### src/rtl/rxr_pkg.sv
package rxr_pkg;
  localparam int OWN_B  = 0;
  localparam int WRAP_B = 1;
  localparam int SOF_B  = 14;
  localparam int EOF_B  = 15;
  localparam int BC_B   = 31;
  localparam int LEN_W  = 12;
  localparam int BC_HDR = 6;

  typedef enum logic [2:0] {
    S_IDLE, S_RD, S_CHK, S_DATA, S_WRD, S_WST, S_WOWN, S_DROP
  } st_t;
endpackage

### src/rtl/rxr_desc_ptr.sv
module rxr_desc_ptr #(
  parameter int OFF_W = 16
) (
  input  logic             clk_i,
  input  logic             rst_ni,
  input  logic             home_i,
  input  logic             step_i,
  input  logic             wrap_i,
  output logic [OFF_W-1:0] off_o
);
  always_ff @(posedge clk_i or negedge rst_ni) begin
    if (!rst_ni)     off_o <= '0;
    else if (home_i) off_o <= '0;
    else if (step_i) off_o <= wrap_i ? '0 : off_o + OFF_W'(8);
  end
endmodule

### src/rtl/rxr_packer.sv
module rxr_packer #(
  parameter int BUF_BYTES = 128,
  localparam int CNT_W  = $clog2(BUF_BYTES) + 1,
  localparam int WIDX_W = $clog2(BUF_BYTES / 4)
) (
  input  logic              clk_i,
  input  logic              rst_ni,
  input  logic              clr_i,
  input  logic              push_i,
  input  logic [7:0]        byte_i,
  input  logic              flush_i,
  output logic [31:0]       word_o,
  output logic [1:0]        lane_o,
  output logic [CNT_W-1:0]  cnt_o,
  output logic [WIDX_W-1:0] widx_o
);
  always_ff @(posedge clk_i or negedge rst_ni) begin
    if (!rst_ni) begin
      word_o <= '0;
      lane_o <= '0;
      cnt_o  <= '0;
      widx_o <= '0;
    end else if (clr_i) begin
      word_o <= '0;
      lane_o <= '0;
      cnt_o  <= '0;
      widx_o <= '0;
    end else if (push_i) begin
      word_o[8*lane_o +: 8] <= byte_i;
      lane_o <= lane_o + 2'd1;
      cnt_o  <= cnt_o + CNT_W'(1);
    end else if (flush_i) begin
      word_o <= '0;
      widx_o <= widx_o + WIDX_W'(1);
    end
  end
endmodule

### src/rtl/rxr_bcast.sv
module rxr_bcast
  import rxr_pkg::*;
(
  input  logic       clk_i,
  input  logic       rst_ni,
  input  logic       clr_i,
  input  logic       push_i,
  input  logic [7:0] byte_i,
  output logic       bc_o
);
  logic [2:0] seen_q;
  logic       all_ff_q;

  always_ff @(posedge clk_i or negedge rst_ni) begin
    if (!rst_ni) begin
      seen_q   <= '0;
      all_ff_q <= 1'b1;
    end else if (clr_i) begin
      seen_q   <= '0;
      all_ff_q <= 1'b1;
    end else if (push_i && seen_q < 3'(BC_HDR)) begin
      seen_q   <= seen_q + 3'd1;
      all_ff_q <= all_ff_q && (byte_i == 8'hFF);
    end
  end

  assign bc_o = all_ff_q && (seen_q == 3'(BC_HDR));
endmodule

### src/rtl/rx_ring_writer.sv
module rx_ring_writer
  import rxr_pkg::*;
#(
  parameter int BUF_BYTES = 128,
  parameter int OFF_W     = 16
) (
  input  logic        clk_i,
  input  logic        rst_ni,
  input  logic        en_i,
  input  logic [31:0] ring_base_i,
  input  logic        rx_valid_i,
  input  logic [7:0]  rx_data_i,
  input  logic        rx_sof_i,
  input  logic        rx_eof_i,
  output logic        rx_ready_o,
  output logic        mem_req_o,
  output logic        mem_we_o,
  output logic [31:0] mem_addr_o,
  output logic [31:0] mem_wdata_o,
  input  logic [31:0] mem_rdata_i,
  output logic        ovr_o
);
  localparam int CNT_W  = $clog2(BUF_BYTES) + 1;
  localparam int WIDX_W = $clog2(BUF_BYTES / 4);

  st_t               st, st_n;
  logic [31:0]       buf_base;
  logic              wrap_q, sof_q, eof_q;
  logic [LEN_W-1:0]  flen;
  logic [OFF_W-1:0]  off;
  logic [31:0]       word, desc_addr, stat_word;
  logic [1:0]        lane;
  logic [CNT_W-1:0]  cnt;
  logic [WIDX_W-1:0] widx;
  logic              bc, acc, push, frame_start, owned;

  assign desc_addr   = ring_base_i + 32'(off);
  assign acc         = rx_valid_i && rx_ready_o;
  assign push        = en_i && acc && (st == S_DATA);
  assign frame_start = en_i && (st == S_IDLE) && rx_valid_i && rx_sof_i;
  assign owned       = mem_rdata_i[OWN_B];
  assign ovr_o       = en_i && (st == S_CHK) && owned;

  rxr_desc_ptr #(.OFF_W(OFF_W)) u_ptr (
    .clk_i, .rst_ni,
    .home_i (!en_i),
    .step_i (en_i && st == S_WOWN),
    .wrap_i (wrap_q),
    .off_o  (off)
  );

  rxr_packer #(.BUF_BYTES(BUF_BYTES)) u_pack (
    .clk_i, .rst_ni,
    .clr_i   (st == S_CHK),
    .push_i  (push),
    .byte_i  (rx_data_i),
    .flush_i (en_i && st == S_WRD),
    .word_o  (word),
    .lane_o  (lane),
    .cnt_o   (cnt),
    .widx_o  (widx)
  );

  rxr_bcast u_bc (
    .clk_i, .rst_ni,
    .clr_i  (frame_start),
    .push_i (push),
    .byte_i (rx_data_i),
    .bc_o   (bc)
  );

  always_comb begin
    stat_word        = '0;
    stat_word[SOF_B] = sof_q;
    if (eof_q) begin
      stat_word[EOF_B]       = 1'b1;
      stat_word[BC_B]        = bc;
      stat_word[LEN_W-1:0]   = flen;
    end
  end

  always_comb begin
    if (!en_i) rx_ready_o = 1'b1;
    else begin
      case (st)
        S_IDLE:         rx_ready_o = !(rx_valid_i && rx_sof_i);
        S_DATA, S_DROP: rx_ready_o = 1'b1;
        default:        rx_ready_o = 1'b0;
      endcase
    end
  end

  always_comb begin
    mem_req_o   = 1'b0;
    mem_we_o    = 1'b0;
    mem_addr_o  = desc_addr;
    mem_wdata_o = '0;
    case (st)
      S_RD:  mem_req_o = en_i;
      S_WRD: begin
        mem_req_o   = en_i;
        mem_we_o    = 1'b1;
        mem_addr_o  = buf_base + 32'({widx, 2'b00});
        mem_wdata_o = word;
      end
      S_WST: begin
        mem_req_o   = en_i;
        mem_we_o    = 1'b1;
        mem_addr_o  = desc_addr + 32'd4;
        mem_wdata_o = stat_word;
      end
      S_WOWN: begin
        mem_req_o   = en_i;
        mem_we_o    = 1'b1;
        mem_wdata_o = {buf_base[31:2], wrap_q, 1'b1};
      end
      default: ;
    endcase
  end

  always_comb begin
    st_n = st;
    case (st)
      S_IDLE: if (rx_valid_i && rx_sof_i) st_n = S_RD;
      S_RD:   st_n = S_CHK;
      S_CHK:  st_n = owned ? S_DROP : S_DATA;
      S_DATA: if (push && (lane == 2'd3 || rx_eof_i)) st_n = S_WRD;
      S_WRD:  st_n = (eof_q || cnt == CNT_W'(BUF_BYTES)) ? S_WST : S_DATA;
      S_WST:  st_n = S_WOWN;
      S_WOWN: st_n = eof_q ? S_IDLE : S_RD;
      S_DROP: if (acc && rx_eof_i) st_n = S_IDLE;
      default: st_n = S_IDLE;
    endcase
    if (!en_i) st_n = S_IDLE;
  end

  always_ff @(posedge clk_i or negedge rst_ni) begin
    if (!rst_ni) begin
      st       <= S_IDLE;
      buf_base <= '0;
      wrap_q   <= 1'b0;
      sof_q    <= 1'b0;
      eof_q    <= 1'b0;
      flen     <= '0;
    end else begin
      st <= st_n;
      if (frame_start) begin
        sof_q <= 1'b1;
        eof_q <= 1'b0;
        flen  <= '0;
      end
      if (push) begin
        flen <= flen + LEN_W'(1);
        if (rx_eof_i) eof_q <= 1'b1;
      end
      if (en_i && st == S_CHK && !owned) begin
        buf_base <= {mem_rdata_i[31:2], 2'b00};
        wrap_q   <= mem_rdata_i[WRAP_B];
      end
      if (en_i && st == S_WOWN) sof_q <= 1'b0;
    end
  end
endmodule

### config.mk
export PLATFORM = sky130hd
export DESIGN_NAME = rx_ring_writer
export DESIGN_NICKNAME = d
export VERILOG_FILES = /design/src/rtl/rxr_pkg.sv /design/src/rtl/rxr_desc_ptr.sv /design/src/rtl/rxr_packer.sv /design/src/rtl/rxr_bcast.sv /design/src/rtl/rx_ring_writer.sv
export SDC_FILE = /design/constraint.sdc
export NUM_CORES = 1
export LEC_CHECK = 0
export BUFFER_PORTS_ARGS = -buffer_cell sky130_fd_sc_hd__buf_2
export CAP_MARGIN = 20
export CORE_MARGIN = 2
export CORE_UTILIZATION = 57
export DETAILED_ROUTE_END_ITERATION = 12
export GPL_ROUTABILITY_DRIVEN = 1
export PLACE_DENSITY_LB_ADDON = 0.2
export SLEW_MARGIN = 0
export SYNTH_ARGS = -nofsm -noshare
export SYNTH_HDL_FRONTEND = slang
export SYNTH_SLANG_ARGS = --single-unit
### constraint.sdc
create_clock -name clk_i -period 6.6 [get_ports clk_i]
set_input_delay 1.32 -clock clk_i [delete_from_list [all_inputs] [get_ports clk_i]]
set_output_delay 1.32 -clock clk_i [all_outputs]
set_load 0.005 [all_outputs]
Word level (Yosys, flattened, before mapping)
Index checks and enable logic that the tools add are counted.
- output and inout port bits: 68
- bits in registers: 115
- logic and storage cells: 117
- input bits: 78
- shift operators: 2
- magnitude comparators: 1
- mux-type cells: 42
- reduce and logical (&&, ||, !) cells: 33
- $add $sub $neg: 10
- eq/ne operators: 16
- operator list (cell ; number):
    $mux W32 ; 3
    $pmux W32 S3 ; 1
    $pmux W32 S2 ; 1
    $mux W16 ; 3
    $mux W12 ; 3
    $neg A5 Y34 ; 1
    $shift A8 B34 Y32 const A ; 1
    $shiftx A8 B34 Y32 ; 1
    $add A32 B16 Y32 ; 1
    $add A32 B3 Y32 const B ; 1
    $add A32 B7 Y32 ; 1
    $bwmux W32 ; 1
    $mux W3 ; 8
    $pmux W3 S8 ; 1
    $logic_and A1 B1 Y1 ; 17
    $add A16 B4 Y16 const B ; 1
    $eq A8 B8 Y1 const B ; 2
    $mux W8 ; 2
    $eq A3 B3 Y1 const B ; 5
    $mux W5 ; 3
    $mux W1 ; 13
    $add A12 B1 Y12 const B ; 1
    $reduce_bool A2 Y1 ; 5
    $add A8 B1 Y8 const B ; 1
    21 further kinds ; 27

Depth between registers and ports, before layout
Gate-level depths: netlist (run 1).
- word-level depth: 11
- depth in mapped cells: 12

Cells and area by module
From an unflattened synthesis (run 1), not the netlist that was laid out.
- cell total of the unflattened synthesis: 1028
- area total of the unflattened synthesis: 9023.7 um2
- modules (own cells, without submodules) (module ; times used ; area an instance (um2) ; sequential area each (um2) ; cells an instance):
    rx_ring_writer ; 1 ; 5954.5 ; 1201.2 ; 771
    rxr_packer ; 1 ; 2065.7 ; 1176.1 ; 152
    rxr_desc_ptr ; 1 ; 767.0 ; 325.3 ; 82
    rxr_bcast ; 1 ; 236.5 ; 101.3 ; 23

Worst setup path after synthesis (run 1)
No wires, ideal clock.
- path type: input-to-output
- start: in ring_base_i[7]
- end: out mem_addr_o[29]
- arrival: 4276 ps
- data required time: 5280 ps
- buffers on the path: 0
- stages: 10
- path slack: 1004 ps
- cell sequence: ha_1 > and3_1 > a221oi_4 > xor2_2 > or4_1 > nor3_1 > nand4_1 > nor3_1 > mux2_1 > a222oi_1
- longest elaborated chain between the ends: 3
- ends and longest elaborated chain (what ; line ; text):
    start, declared ; rx_ring_writer.sv:10 ; input logic [31:0] ring_base_i,
    $add A32 B16 Y32 (*) ; rx_ring_writer.sv:37 ; assign desc_addr = ring_base_i + 32'(off);
    $add A32 B3 Y32 ; rx_ring_writer.sv:109 ; mem_addr_o = desc_addr + 32'd4;
    $pmux W32 S2 (*) ; rx_ring_writer.sv:98 ; case (st)
    end, declared ; rx_ring_writer.sv:18 ; output logic [31:0] mem_addr_o,
Mark *: on every way between the ends. The rest lies on a longest branch, timed or not.

Worst setup path in the final report (run 1)
- start: in ring_base_i[4]
- end: out mem_addr_o[29]
Same word-level chain as after synthesis.

==> results.toml, run 1 <==
[status]
outcome = "finished clean"

[grt]
grt_pass1_wl_um = 36700
grt_pass1_vias = 7151
grt_max_degree = 69
grt_overflow_total = 0
antenna_found_initial = 0
gr-usage-all-layers = 0.310

[setup_path]
crit_required_ps = 5280
crit_type = "in2out"
startpoint_type = "input port"
crit_arrival_ps = 4950
rr_worst_depth = 7
r2r_slack_ps = 3240
r2r-start = "st[2]"
worst_r2r_endpoint = "u_pack.word_o[21]"
cp-end-kind = "primary output"
worstPathMaxFanout = 12

[power]
ir_drop_uv = 177
leakagePower_nw = 4.33
pwr_density_cell_nw_per_um2 = 208

[logic_synthesis]
syn_area_per_cell_sq_um = 8.85
syn_nets = 1031
ys_seq_area_frac = 0.344
syn-cell-area_sq_um = 8150
synthFlopType = "dfrtp_1"
synth_enable_flop_cells = 0
ys_warn_count = 0
ys_seq_elements = 112
synthDistinctLibCells = 84
ys_async_sr_fraction = 1.00
syn_inst = 921

[sta]
finClkSkew_ps = 10.5
setup_viol = 0
fin_crit_sh = 0.950
worst_pin_slew_ps = 946
drv_slew = 0
period_minus_slack_ps = 6270
totalNegativeSetupSlack_ps = 0
fmax_mhz = 160
worst_slew_margin_rel = 0.368
hold_violations = 0
rsz0062_at_grt = "no"
fin_ws_ps = 332

[placement]
io_buffers = 145
place.gp.congestion = 0.906
hpwl_um = 17000
place_ws_ps = 371

[cts]
cts_max_path_buffers = 2
cts-buffers-inserted = 9
holdBufCountCts = 0
postCtsSetupBuffers = 0
cts_root_buf = "clkbuf_16"
cts_sinks = 112
cts_resized = 0
cts_tree = "yes"
clk_latency_ps = 360
cts_max_level = 3
clkTransAtPathRegs_ps = 70

[route]
first_pass_iters = 6
finalWirelength_um = 23200
routedWlPerCell_um = 18.9
final_antenna_net_count = 0
drtIter0Drc = 788
drc = 0
vias_per_cell = 6.36
routed-via-count = 7833

[finish]
regArea_sq_um = 2800
antenna_cells = 0
multi_input_area_sq_um = 5080
fin_nets = 1156
fillers = 1215
drive_above_1_share = 0.225
syn_to_final_growth_pct = 14.0

[die]
die_h_um = 124
start_util = 0.585
ios = 146
fp-row-count = 43
core_sq_um = 13900
die_w_um = 124
dieArea_sq_um = 15300

[hold_path]
holdPathEnd = "u_pack.word_o[10]"
min_delay_path_depth = 2
hp-class = "reg2reg"
hold_start = "u_pack.word_o[10]"

[flow_run]
drv_cap = 0
==> placed cells by master, fill, tap and decap left out, drive strengths merged, types with 34 or more instances in the layout <==
cell / instances
buf: 156
dfrtp: 111
nand2: 107
o21ai: 77
nor2: 62
a22o: 51
a21oi: 39
and3: 35
xnor2: 34
==> layout make-up <==
type / instances / share of cell area
Tap cell: 180 / 0.0242
Clock buffer: 9 / 0.0242
Clock inverter: 7 / 0.00525
Multi-Input combinational cell: 741 / 0.547
Sequential cell: 112 / 0.302
Inverter: 25 / 0.0101
Timing Repair Buffer: 157 / 0.0878
==> cell families (layout without fill, tap and decap cells) <==
group                      count (synthesis)  in the layout  share of synthesized area
xor gates and xnor gates                  64             64                     0.0706
AOI/OAI and AO/OA                        257            257                      0.225
and+or+nand+nor                          344            344                      0.217
buffers and inverters                     68            198                     0.0345
adders and majority gates                 32             32                     0.0500
DFF                                      112            112                      0.344
muxes                                     44             44                     0.0594
==> layer usage <==
metal | track usage | up-vias | part of all wire
met5 | 0 | - | 0
met3 | 0.0408 | 52 | 0.074
met4 | 0.107 | 0 | 0.026
met2 | 0.482 | 307 | 0.46
li1 | - | 3705 | -
met1 | 0.447 | 3769 | 0.44
==> worst max-delay path by stage <==
stage                         from              to  cells after the start
floorplan           ring_base_i[7]  mem_addr_o[29]                     10
global placement    ring_base_i[7]  mem_addr_o[29]                     12
detailed placement  ring_base_i[7]  mem_addr_o[29]                     12
CTS                 ring_base_i[7]  mem_addr_o[29]                     12
global route        ring_base_i[4]  mem_addr_o[29]                     12
finish              ring_base_i[4]  mem_addr_o[29]                     12
==> power breakdown <==
part	internal, mW	total (mW)	switching [mW]
sequential	0.788	0.966	0.177
combinational	0.218	0.453	0.235
clock	0.256	0.517	0.262
==> sequential cells by signal, summed over array words and instances, names as in the netlist <==
| register | flops |
|---|---|
| buf_base | 30 |
| eof_q | 1 |
| flen | 12 |
| sof_q | 1 |
| st | 3 |
| u_bc.all_ff_q | 1 |
| u_bc.seen_q | 3 |
| u_pack.cnt_o | 8 |
| u_pack.lane_o | 2 |
| u_pack.widx_o | 5 |
| u_pack.word_o | 32 |
| u_ptr.off_o | 13 |
| wrap_q | 1 |
==> synth_stat cells, drive strengths merged (10+ instances only) <==
master,instances,area share
dfrtp,111,0.34
mux2i,12,0.015
nor3,19,0.014
and2,10,0.0077
and3,35,0.027
ha,31,0.048
nand2,107,0.049
o21ai,77,0.047
o22ai,11,0.0084
a22o,51,0.055
a21oi,39,0.026
nand3,32,0.020
nand4,29,0.023
a222oi,12,0.015
nor2,62,0.029
mux2,32,0.044
xor2,30,0.034
xnor2,34,0.037
inv,25,0.012
clkbuf,35,0.017
==> per-stage QoR <==
step / power [mW] / hold WS (ps) / area, sq um / util / instances
final: 1.94 / 476 / 9290 / 0.667 / 1231
after global routing: 2.03 / 510 / 9290 / 0.667 / 1231
after CTS: 1.93 / 475 / 9290 / 0.667 / 1230
after detailed placement: 1.42 / 460 / 9010 / 0.647 / 1214
after global placement: 1.40 / 459 / 9010 / 0.647 / 1214
after floorplan: 1.21 / 438 / 8150 / - / 921
==> worst max-delay path, cell delays in order <==
cell,delay (ps)
buf_2,110
ha_1,360
a21o_2,280
a221oi_4,450
o21ai_1,170
xor2_1,330
and4bb_1,520
nand4_1,280
nor3_1,380
mux2_1,360
a222oi_1,220
buf_2,170
(Power assumes the default switching activity.)
==> run 2: changes to the inputs <==
--- a/config.mk
+++ b/config.mk
@@ -11,6 +11,7 @@
 export CORE_UTILIZATION = 57
 export DETAILED_ROUTE_END_ITERATION = 12
 export GPL_ROUTABILITY_DRIVEN = 1
+export MAX_ROUTING_LAYER = met4
 export PLACE_DENSITY_LB_ADDON = 0.2
 export SLEW_MARGIN = 0
 export SYNTH_ARGS = -nofsm -noshare
==> run 2 against run 1 <==
Combinational power down 1%. Sequential power hardly changed. Cell count unchanged. Clock power increased by 23%. Sequential cell count did not move. Worst hold slack improved by 15 ps. Worst setup slack got worse by 60 ps. Critical path type unchanged.
==> results.toml, run 2 (synthesis results as in run 1) <==
[sta]
drv_slew = 0
totalNegativeSetupSlack_ps = 0
fin_crit_sh = 0.959
fmax_mhz = 158
fin_ws_ps = 272
period_minus_slack_ps = 6330
hold_violations = 0
setup_viol = 0
rsz0062_at_grt = "no"
worst_slew_margin_rel = 0.392
finClkSkew_ps = 5.80
worst_pin_slew_ps = 910

[finish]
antenna_cells = 0
syn_to_final_growth_pct = 14.9
reg.largest.list = "u_pack.word_o: 32 flops, buf_base: 30 flops, u_ptr.off_o: 13 flops"
final_common_cell = "buf_2"
top_register = "u_pack.word_o"
fin_nets = 1156
drive_above_1_share = 0.225
largest_reg_flops = 32
mostFrequentLayoutCells = "buf_2 (144), dfrtp_1 (111), nand2_1 (107)"

[setup_path]
crit_required_ps = 5280
path_common_cell = "buf_2"
cp_top_family = "simple AND/OR/NAND/NOR gates"
crit_buf_inv = 2
cp_slowest_cell = "and4bb_1"
startpoint_type = "input port"
crit_arrival_ps = 5010
cp-end-kind = "primary output"
worstPathMaxFanout = 12
crit_type = "in2out"
slowest_delay_ps = 510
cp_cell_sequence = "buf_2, ha_1, a21o_2, a221oi_4, o21ai_1, xor2_1, and4bb_1, nand4_1, nor3_1, mux2_1, a222oi_1, buf_2"

[status]
outcome = "finished clean"

[cts]
holdBufCountCts = 0
cts_max_path_buffers = 2
cts_sinks = 112
cts_max_level = 3
clk_latency_ps = 360
postCtsSetupBuffers = 0
clkTransAtPathRegs_ps = 70
cts_tree = "yes"
cts_resized = 0
cts-buffers-inserted = 9
cts_root_buf = "clkbuf_16"

[placement]
hpwl_um = 17100
io_buffers = 145
place_ws_ps = 352
place.gp.congestion = 0.922

[route]
first_pass_iters = 6
routed-via-count = 7841
drtIter0Drc = 780
routedWlPerCell_um = 18.9
finalWirelength_um = 23200
vias_per_cell = 6.37
drc = 0
final_antenna_net_count = 0

[grt]
gr-usage-all-layers = 0.313
grt_pass1_vias = 7154
antenna_found_initial = 0
grt_pass1_wl_um = 36200
grt_max_degree = 66
grt_overflow_total = 0

[die]
core_sq_um = 13900
fp-row-count = 43
die_h_um = 124
start_util = 0.585
ios = 146
die_w_um = 124
dieArea_sq_um = 15300

[power]
leakagePower_nw = 4.37
seqPwrFrac = 0.472
netSwitchingFraction = 0.323
p_sw_mw = 0.661
pwr_density_cell_nw_per_um2 = 219
cell_internal_pwr_mw = 1.39
ir_drop_uv = 156
total_power_mw = 2.05
clkPwrFrac = 0.310
p_comb_frac = 0.218

[hold_path]
hp-class = "reg2reg"

[flow_run]
drv_cap = 0
[run 2: changes by cell type in the layout (fill, tap and decap cells not counted), sizes merged]
cell / change
bufinv: +3
clkbuf: +2
clkinv: -3
clkinvlp: -2
[run 2: power by group through the flow]
stage	Clock, mW	Combinational [mW]	Sequential, mW
after floorplan	0	0.312	0.900
after global placement	0	0.435	0.967
after detailed placement	0	0.440	0.971
after CTS	0.642	0.443	0.960
after global routing	0.662	0.493	0.981
final	0.634	0.447	0.967
[run 2: per-stage QoR]
step	area [sq um]	hold slack (ps)	std cells	utilization
after detailed placement	9010	471	1214	0.647
after global routing	9370	506	1231	0.672
after global placement	9010	458	1214	0.647
after CTS	9360	492	1230	0.672
final	9370	491	1231	0.672
after floorplan	8150	438	921	-
[run 2: final timing paths]
path / startpoint / slack, ps / to / cells past startpoint
worst max-delay path: ring_base_i[4] / 270 / mem_addr_o[29] / 12
worst min-delay path: u_bc.all_ff_q / 490 / u_bc.all_ff_q / 2
worst max register to register: st[1] / 3230 / u_pack.word_o[28] / 8
worst min register to register: u_bc.all_ff_q / 490 / u_bc.all_ff_q / 2
max in group asynchronous: rst_ni / 4370 / buf_base[20] / 2
min in group asynchronous: rst_ni / 980 / buf_base[27] / 1
[run 2: final cells by class]
| class | instances | area, sq um |
|---|---|---|
| Inverter | 25 | 93.8 |
| Fill cell | 1183 | 4570 |
| Clock buffer | 11 | 243 |
| Clock inverter | 5 | 105 |
| Tap cell | 180 | 225 |
| Timing Repair Buffer | 157 | 816 |
| Multi-Input combinational cell | 741 | 5080 |
| Sequential cell | 112 | 2800 |
[run 2: layer usage]
metal / wire, um / track usage / up-vias
li1: - / - / 3709
met1: 10300 / 0.434 / 3753
met2: 10600 / 0.474 / 330
met3: 1630 / 0.0348 / 49
met4: 680 / 0.126 / 0
met5: 0 / - / -
[run 2: tightest hold or removal path, cell delays in order (launching register included)]
cell and delay (ps):
dfstp_2 370, o21ai_0 70, nand2_1 50
==> run 3: changes to the inputs <==
--- a/config.mk
+++ b/config.mk
@@ -8,7 +8,8 @@
 export BUFFER_PORTS_ARGS = -buffer_cell sky130_fd_sc_hd__buf_2
 export CAP_MARGIN = 20
 export CORE_MARGIN = 2
-export CORE_UTILIZATION = 57
+export CORE_UTILIZATION = 52
+export CTS_CLUSTER_SIZE = 24
 export DETAILED_ROUTE_END_ITERATION = 12
 export GPL_ROUTABILITY_DRIVEN = 1
 export MAX_ROUTING_LAYER = met4
==> constraint.sdc (replaced) <==
create_clock -name clk_i -period 5.6 [get_ports clk_i]
set_input_delay 1.12 -clock clk_i [delete_from_list [all_inputs] [get_ports clk_i]]
set_output_delay 1.12 -clock clk_i [all_outputs]
set_load 0.005 [all_outputs]
==> run 3 against run 2 <==
Worst hold slack improved by 5.4 ps. Worst setup slack got worse by 63 ps. Register-to-register slack got worse by 460 ps. Sequential cell count unchanged. Clock skew increased by 4.7 ps. Cell count increased by 3.6%. Non-clock buffer count increased by 12. Global-route usage decreased by 1.8 points. Via count decreased by 0.83%. Routed wire length increased by 1.3%.
==> results.toml, run 3 (synthesis results as in run 1) <==
[setup_path]
crit_type = "in2out"
slowest_delay_ps = 540
worst_r2r_endpoint = "u_pack.word_o[6]"
crit_end = "mem_addr_o[29]"
rr_worst_depth = 9
startpoint_type = "input port"
cp-end-kind = "primary output"
worstPathMaxFanout = 6
critPathLaunch = "ring_base_i[4]"
path_common_cell = "buf_2"
r2r-start = "st[1]"
r2r_slack_ps = 2770
crit_arrival_ps = 4270
cp_slowest_cell = "or4_4"
cp_cell_sequence = "buf_2, ha_1, a21o_2, a221oi_4, xor2_2, or4_4, nor3_1, nand4_1, nor3_2, mux2_1, a222oi_1, buf_2"
crit_required_ps = 4480

[finish]
largest_reg_flops = 32
mostFrequentLayoutCells = "buf_2 (144), dfrtp_1 (111), nand2_1 (107)"
syn_to_final_growth_pct = 16.8
fin_nets = 1168
drive_above_1_share = 0.239
final_common_cell = "buf_2"
fillers = 1354
post-route-util = 0.624
reg.largest.list = "u_pack.word_o: 32 flops, buf_base: 30 flops, u_ptr.off_o: 13 flops"
top_register = "u_pack.word_o"

[grt]
grt_overflow_total = 0
grt_use_met1 = 0.423
gr-usage-all-layers = 0.296
grt_pass1_vias = 7132
met2_usage = 0.455
grt_max_degree = 68
grt_pass1_wl_um = 37600
antenna_found_initial = 1
grtUsageMet3 = 0.0388
busiest_layer = "met2"

[placement]
io_buffers = 145
hpwl_um = 17500
place.gp.congestion = 0.955

[power]
leakagePower_nw = 4.45
ir_drop_uv = 181
pwr_density_cell_nw_per_um2 = 252

[die]
dieArea_sq_um = 16700
core_sq_um = 15300
fp-row-count = 45
start_util = 0.534
die_w_um = 129
die_h_um = 129
ios = 146

[cts]
postCtsSetupBuffers = 0
cts_root_buf = "clkbuf_16"
clkTransAtPathRegs_ps = 70
cts_tree = "yes"
cts-buffers-inserted = 9
cts_sinks = 112
cts_max_level = 3
clk_latency_ps = 360
cts_max_path_buffers = 2

[route]
drc = 0
first_pass_iters = 5
finalWirelength_um = 23500
drtIter0Drc = 721
final_antenna_net_count = 0
vias_per_cell = 6.10
routedWlPerCell_um = 18.4
routed-via-count = 7776

[flow_run]
drv_cap = 0

[sta]
worst_slew_margin_rel = 0.448
fmax_mhz = 185
worst_pin_slew_ps = 828
setup_viol = 0
hold_violations = 0
finClkSkew_ps = 10.5
totalNegativeSetupSlack_ps = 0
period_minus_slack_ps = 5390
drv_slew = 0
rsz0062_at_grt = "yes"
fin_crit_sh = 0.963

[hold_path]
hp-class = "reg2reg"
hold_start = "sof_q"

[status]
outcome = "finished clean"
-- run 3: repair_timing --
action	in CTS	in global routing
setup endpoints to repair	0	4
hold buffers	0	0
hold endpoints to repair	0	0
resized for setup	0	6
-- run 3: cell type report --
type                    instances  area [sq um]  area share
multi-input cells             741          5120       0.537
flip-flops and latches        112          2800       0.294
repair buffers                169           906      0.0951
well taps                     211           264      0.0277
clock buffers                  11           253      0.0265
inverters                      25          93.8     0.00985
clock inverters                 5          85.1     0.00893
diodes                          1          2.50    0.000263
-- run 3: how the worst min path moves through the flow --
stage / cells after the start / end / slack (ps)
floorplan: 2 / u_pack.word_o[10] / 440
global placement: 2 / u_bc.all_ff_q / 470
detailed placement: 2 / u_pack.word_o[10] / 470
CTS: 2 / u_pack.word_o[10] / 490
global route: 1 / sof_q / 500
finish: 1 / sof_q / 500
-- run 3: worst max-delay path: cells and delay by family --
kind / cells / cell delay (ps)
AND/OR/NAND/NOR: 4 / 1190
buffers and inverters: 2 / 270
multiplexers: 1 / 340
XOR/XNOR: 1 / 170
AO/OA/AOI/OAI: 3 / 820
adder cells (fa/ha/maj): 1 / 350
-- run 3: power breakdown --
group	leakage, nW	switching [mW]	internal, mW
sequential	1.50	0.217	0.929
clock	0.163	0.300	0.420
combinational	2.78	0.271	0.260
-- run 3: metal layers --
metal  part of all wire  up-vias
met4              0.010        0
met5                  0        -
li1                   -     3733
met3              0.068       19
met1               0.46     3749
met2               0.47      275
-- run 3: per-stage QoR --
stage	setup slack [ps]	instance area, sq um	instances	power [mW]	hold WS [ps]
3_3_place_gp	170	9140	1257	1.67	466
2_1_floorplan	404	8150	921	1.43	438
5_1_grt	-28.6	9520	1275	2.51	502
6_report	208	9520	1275	2.40	496
4_1_cts	94.8	9480	1273	2.39	490
3_5_place_dp	122	9140	1257	1.68	467
